`config.mk`:
```
export PLATFORM = sky130hd
export DESIGN_NAME = joy_matrix_reg
export DESIGN_NICKNAME = d
export VERILOG_FILES = /design/src/rtl/joy_pkg.sv /design/src/rtl/joy_sel_reg.sv /design/src/rtl/joy_group_mux.sv /design/src/rtl/joy_matrix_reg.sv
export SDC_FILE = /design/constraint.sdc
export NUM_CORES = 1
export LEC_CHECK = 0
export BUFFER_PORTS_ARGS = -buffer_cell sky130_fd_sc_hd__buf_2
export CAP_MARGIN = 25
export CORE_AREA = 2 2 39 41
export DETAILED_ROUTE_END_ITERATION = 8
export DIE_AREA = 0 0 41 43
export PLACE_DENSITY = 0.64
export SYNTH_ARGS = -nofsm -noshare
export SYNTH_HDL_FRONTEND = slang
export SYNTH_SLANG_ARGS = --single-unit
```
`constraint.sdc`:
```
create_clock -name clk -period 1.4 [get_ports clk]
set_input_delay 0.14 -clock clk [delete_from_list [all_inputs] [get_ports clk]]
set_output_delay 0.14 -clock clk [all_outputs]
set_load 0.02 [all_outputs]
```
`src/rtl/joy_pkg.sv`:
```
package joy_pkg;
  localparam int DATA_W  = 8;
  localparam int NIB_W   = 4;
  localparam int SEL_W   = 2;
  localparam int SEL_LSB = 4;

  typedef logic [NIB_W-1:0] nib_t;
  typedef logic [SEL_W-1:0] sel_t;

  // sel bit 0 (register bit 4) low picks direction, sel bit 1 (bit 5) low picks action
  localparam sel_t SEL_NONE = 2'b11;
endpackage

```
`src/rtl/joy_sel_reg.sv`:
```
module joy_sel_reg
  import joy_pkg::*;
(
  input  logic clk,
  input  logic rst_n,
  input  logic wr_hit,
  input  sel_t wr_sel,
  output sel_t sel_q
);
  always_ff @(posedge clk) begin
    if (!rst_n)      sel_q <= SEL_NONE;
    else if (wr_hit) sel_q <= wr_sel;
  end

  a_r3_sel_follows_write: assert property (@(posedge clk) disable iff (!rst_n)
    wr_hit |=> sel_q == $past(wr_sel));
  a_r1_sel_holds_without_write: assert property (@(posedge clk) disable iff (!rst_n)
    !wr_hit |=> $stable(sel_q));
endmodule

```
`src/rtl/joy_group_mux.sv`:
```
module joy_group_mux
  import joy_pkg::*;
(
  input  sel_t sel,
  input  nib_t dir_keys,
  input  nib_t act_keys,
  output nib_t nib_n
);
  always_comb begin
    if (!sel[0])      nib_n = ~dir_keys;
    else if (!sel[1]) nib_n = ~act_keys;
    else              nib_n = '1;
  end
endmodule

```
`src/rtl/joy_matrix_reg.sv`:
```
module joy_matrix_reg
  import joy_pkg::*;
#(
  parameter int              ADDR_W   = 16,
  parameter logic [ADDR_W-1:0] REG_ADDR = 16'hFF00
)(
  input  logic              clk,
  input  logic              rst_n,
  input  logic [ADDR_W-1:0] bus_addr,
  input  logic              bus_rd,
  input  logic              bus_wr,
  input  logic [DATA_W-1:0] bus_wdata,
  output logic [DATA_W-1:0] bus_rdata,
  input  logic              key_right,
  input  logic              key_left,
  input  logic              key_up,
  input  logic              key_down,
  input  logic              key_a,
  input  logic              key_b,
  input  logic              key_select,
  input  logic              key_start
);
  localparam int TOP_W = DATA_W - SEL_LSB - SEL_W;

  logic hit, rd_hit, wr_hit;
  sel_t sel_q;
  nib_t dir_keys, act_keys, nib_n;
  logic unused_wdata_bits;

  assign hit    = (bus_addr == REG_ADDR);
  assign rd_hit = bus_rd & hit;
  assign wr_hit = bus_wr & hit;
  assign unused_wdata_bits = ^{bus_wdata[DATA_W-1:SEL_LSB+SEL_W], bus_wdata[SEL_LSB-1:0]};

  assign dir_keys = {key_down, key_up, key_left, key_right};
  assign act_keys = {key_start, key_select, key_b, key_a};

  joy_sel_reg u_sel (
    .clk    (clk),
    .rst_n  (rst_n),
    .wr_hit (wr_hit),
    .wr_sel (bus_wdata[SEL_LSB +: SEL_W]),
    .sel_q  (sel_q)
  );

  joy_group_mux u_mux (
    .sel      (sel_q),
    .dir_keys (dir_keys),
    .act_keys (act_keys),
    .nib_n    (nib_n)
  );

  assign bus_rdata = rd_hit ? {{TOP_W{1'b1}}, sel_q, nib_n} : '0;

  a_r2_top_ones: assert property (@(posedge clk) disable iff (!rst_n)
    rd_hit |-> bus_rdata[DATA_W-1 -: TOP_W] == {TOP_W{1'b1}});
  a_r11_idle_zero: assert property (@(posedge clk) disable iff (!rst_n)
    !bus_rd |-> bus_rdata == '0);
  a_r9_none_all_ones: assert property (@(posedge clk) disable iff (!rst_n)
    (rd_hit && bus_rdata[5:4] == 2'b11) |-> bus_rdata[3:0] == 4'hF);
  a_r8_dir_priority: assert property (@(posedge clk) disable iff (!rst_n)
    (rd_hit && !bus_rdata[4]) |-> bus_rdata[3:0] == ~dir_keys);
  a_r7_action_view: assert property (@(posedge clk) disable iff (!rst_n)
    (rd_hit && bus_rdata[5:4] == 2'b01) |-> bus_rdata[3:0] == ~act_keys);
  a_r10_write_next_cycle: assert property (@(posedge clk) disable iff (!rst_n)
    (wr_hit ##1 rd_hit) |-> bus_rdata[5:4] == $past(bus_wdata[5:4]));
endmodule

```
**Word-level counts from Yosys, hierarchy flattened**

Index checks and enable logic that the tools add are counted.

- Output and inout bits: 8
- Input port bits: 36
- Register bits after elaboration: 2
- Word-level logic and storage cells: 9

- Equality and inequality tests: 1
- Bitwise gates (word level): 4
- Mux-type cells: 3

Operators with widths:

| operator | number |
|---|---|
| $eq A16 B16 Y1 const B | 1 |
| $mux W4 | 2 |
| $mux W8 | 1 |
| $not A4 Y4 | 2 |
| $and A1 B1 Y1 | 2 |

**Depth between registers and ports, before layout**

- Depth in word-level cells: 4
- Mapped depth: 5
- Mapped depth without buffers: 4

**Modules after synthesis**

A second synthesis with hierarchy kept.

- Cells, all modules: 30
- Area, all modules: 277.8 um2

Modules (own cells, without submodules):

| module | seq. area each (um2) | area an instance (um2) | cells each | instances |
|---|---|---|---|---|
| joy_matrix_reg | 0.0 | 128.9 | 15 | 1 |
| joy_group_mux | 0.0 | 81.3 | 9 | 1 |
| joy_sel_reg | 40.0 | 67.6 | 6 | 1 |

**Least setup slack after synthesis**

No wires, ideal clock.

- Kind: input -> output
- From: input bus_addr[5]
- To: output bus_rdata[0]
- Buffers on the path: 0
- Arrival: 1.761 ns
- Stages on the path: 4
- Path slack: -0.501 ns
- Data required time: 1.260 ns
- Cell sequence: or4b_4 > nor4_4 > nand2_2 > a221oi_1

- Cells in the longest elaborated chain, start to end: 3

Ends and longest elaborated chain:

| element | RTL line | source |
|---|---|---|
| from (decl) | joy_matrix_reg.sv:9 | `input logic [ADDR_W-1:0] bus_addr,` |
| $eq A16 B16 Y1 | joy_matrix_reg.sv:30 | `assign hit = (bus_addr == REG_ADDR);` |
| $and A1 B1 Y1 | joy_matrix_reg.sv:31 | `assign rd_hit = bus_rd & hit;` |
| $mux W8 | joy_matrix_reg.sv:53 | `assign bus_rdata = rd_hit ? {{TOP_W{1'b1}}, sel_q, nib_n} : '0;` |
| to (decl) | joy_matrix_reg.sv:13 | `output logic [DATA_W-1:0] bus_rdata,` |

No other way between the ends.

**Final worst setup path**

- From: input bus_addr[7]
- To: output bus_rdata[2]

The elaborated chain is that of the path after synthesis.

==> impl_metrics.json <==
{
  "ys_ff_latch": 2,
  "yosys_warnings": 0,
  "largest_registers": "u_sel.sel_q x2",
  "synth.avg_cell_area_um2": 8.33,
  "die_w_um": 41,
  "violations": "negative setup slack",
  "final-seq-area_um2": 40.0,
  "crit_arrival_ns": 1.65,
  "clock_latency_ns": 0.22,
  "criticalPathCategory": "primary input to output pin",
  "holdWs_ns": 0.132,
  "dp.cells": 79,
  "portBuffers": 37,
  "setup_ws_ns": -0.385,
  "cp_max_fo": 7,
  "areaGrowthSynthToFinish_pct": 173,
  "max_cap_violations": 0,
  "tns_ns": -2.55,
  "drt-total-wl_um": 785,
  "drtIter0Drc": 2,
  "htree_levels": 1,
  "critPathLaunchType": "primary input",
  "finalHoldViolCount": 0,
  "cpMostUsedCell": "buf_6",
  "cp.buffers_inverters": 2,
  "critPathCaptureType": "output pin",
  "dr.pass1.iters": 2,
  "fin_crit_ns": 1.79,
  "total_power_mw": 0.240,
  "clockBufferDepth": 2,
  "hold_path.class": "primary input to flop",
  "antenna_found_initial": 0,
  "mostFrequentLayoutCells": "27 x buf_2, 8 x buf_6, 4 x a221oi_4, 4 x buf_4",
  "wl_per_cell_um": 9.57,
  "fin_crit_sh": 1.28,
  "grt_pass1_wl_um": 1240,
  "cts.sinks": 2,
  "rsz0062_at_grt": "yes",
  "dieArea_mm2": 0.00176,
  "path_clk_slew_ns": 0.03,
  "post_cts_buffers": 0,
  "ir_drop_v": 0.000369,
  "hpwl_um": 703,
  "dpl-instance-area_um2": 502,
  "root_buffer": "clkbuf_4",
  "numCtsBuffers": 3,
  "largest_register_ffs": 2,
  "worst_path_max_delay_cell": "or4b_4",
  "nNetsFinal": 104,
  "ys_seq_area_frac": 0.185,
  "antennaDiodeCount": 0,
  "synth_cell_type_count": 14,
  "status": "complete, but fails checks",
  "grt_pass1_vias": 376,
  "drive_above_1_share": 0.818,
  "cts_tree": "built",
  "initial_core_util": 0.156,
  "synthCells": 26,
  "fmax_mhz": 560,
  "p_per_area_mw_per_mm2": 406,
  "rows": 14,
  "crit_family": "simple AND/OR/NAND/NOR gates",
  "leakagePower_nw": 0.314,
  "die_y_um": 43,
  "routabilityCongestion": 0.721,
  "via_per_inst": 4.55,
  "final_cells": 82,
  "required_ns": 1.26,
  "fillers": 142,
  "regMostFlops": "u_sel.sel_q",
  "final_area_um2": 591,
  "final_common_cell": "buf_2",
  "grt_overflow": 0,
  "grt_max_degree": 8,
  "via_count": 373,
  "final_max_slew_viol_count": 0,
  "setup_viol": 8,
  "synth_area_um2": 216,
  "core_mm2": 0.00138,
  "multiInputGateArea_um2": 241,
  "skew_ns": 0,
  "drc": 0,
  "critical-path-max-stage-delay_ns": 0.53,
  "slew_headroom": 0.565,
  "path_cells": "buf_6, or4b_4, nor4_4, nand2_4, a221oi_4, buf_6",
  "grt_usage": 0.104,
  "synth_fp_nets": 62,
  "io_pins": 44,
  "worst_pin_slew_ns": 0.650,
  "drt.antenna.violating_nets": 0,
  "r2r_slack_ns": 0.58
}
## synth_stat cells
cell,n,area share
or4b_4,1,0.064
a221oi_1,4,0.16
inv_1,3,0.052
buf_4,2,0.069
dfxtp_1,2,0.18
nor2_1,3,0.052
nand2_2,1,0.029
nand4bb_1,1,0.052
nand4_1,1,0.029
nand3_1,2,0.046
nand3b_1,2,0.069
a21oi_1,2,0.046
or4b_1,1,0.046
nor4_4,1,0.098
## cells by family after synthesis
logic type,share of synthesized area
simple gates,0.486
compound gates,0.208
buf+inv,0.121
flops,0.185
## cell type report
cell class | count | share of cell area
Timing Repair Buffer | 39 | 0.432
Clock buffer | 3 | 0.0381
Multi-Input combinational cell | 19 | 0.409
Tap cell | 16 | 0.0339
Sequential cell | 2 | 0.0678
Inverter | 3 | 0.0191
## final timing paths
kind	from	to	cells after the start
setup / recovery	bus_addr[7]	bus_rdata[2]	6
hold / removal	rst_n	u_sel.sel_q[0]$_SDFFE_PN1P_	2
setup reg to reg	u_sel.sel_q[0]$_SDFFE_PN1P_	u_sel.sel_q[0]$_SDFFE_PN1P_	4
hold reg to reg	u_sel.sel_q[1]$_SDFFE_PN1P_	u_sel.sel_q[1]$_SDFFE_PN1P_	3
## report_power, final
part	internal, mW	switching (mW)	total (mW)	leakage [nW]
combinational	0.0363	0.0228	0.0591	0.284
clock	0.0942	0.0290	0.123	0.0138
sequential	0.0575	0.000000295	0.0575	0.0162
total	0.188	0.0518	0.240	0.314
## worst reg2reg max path: cells and delay by family, from the launching register on
family	cells	cell delay, ns
AOI/OAI and AO/OA	1	0.04
buffers and inverters	2	0.25
DFF	1	0.28
and+or+nand+nor	1	0.14
## timing repair
item	in CTS	in global routing
pin swaps	5	3
hold endpoints to repair	0	0
setup endpoints to repair	10	10
gates resized for setup	18	1
hold buffers	0	0
## metal layers
layer | part of all wire | track usage | vias up
met1 | 0.29 | 0.0828 | 161
met3 | 0.15 | 0.0209 | 2
met5 | 0 | 0 | -
met2 | 0.54 | 0.194 | 28
met4 | 0.015 | 0.0800 | 0
li1 | - | - | 182
## stage by stage
| step | util | setup WS [ns] |
|---|---|---|
| final | 0.427 | -0.385 |
| after CTS | 0.422 | -0.419 |
| after detailed placement | 0.363 | -0.447 |
| after floorplan | - | -0.294 |
| after global placement | 0.363 | -0.425 |
| after global routing | 0.427 | -0.491 |
Power figures use the tool's default switching activity.
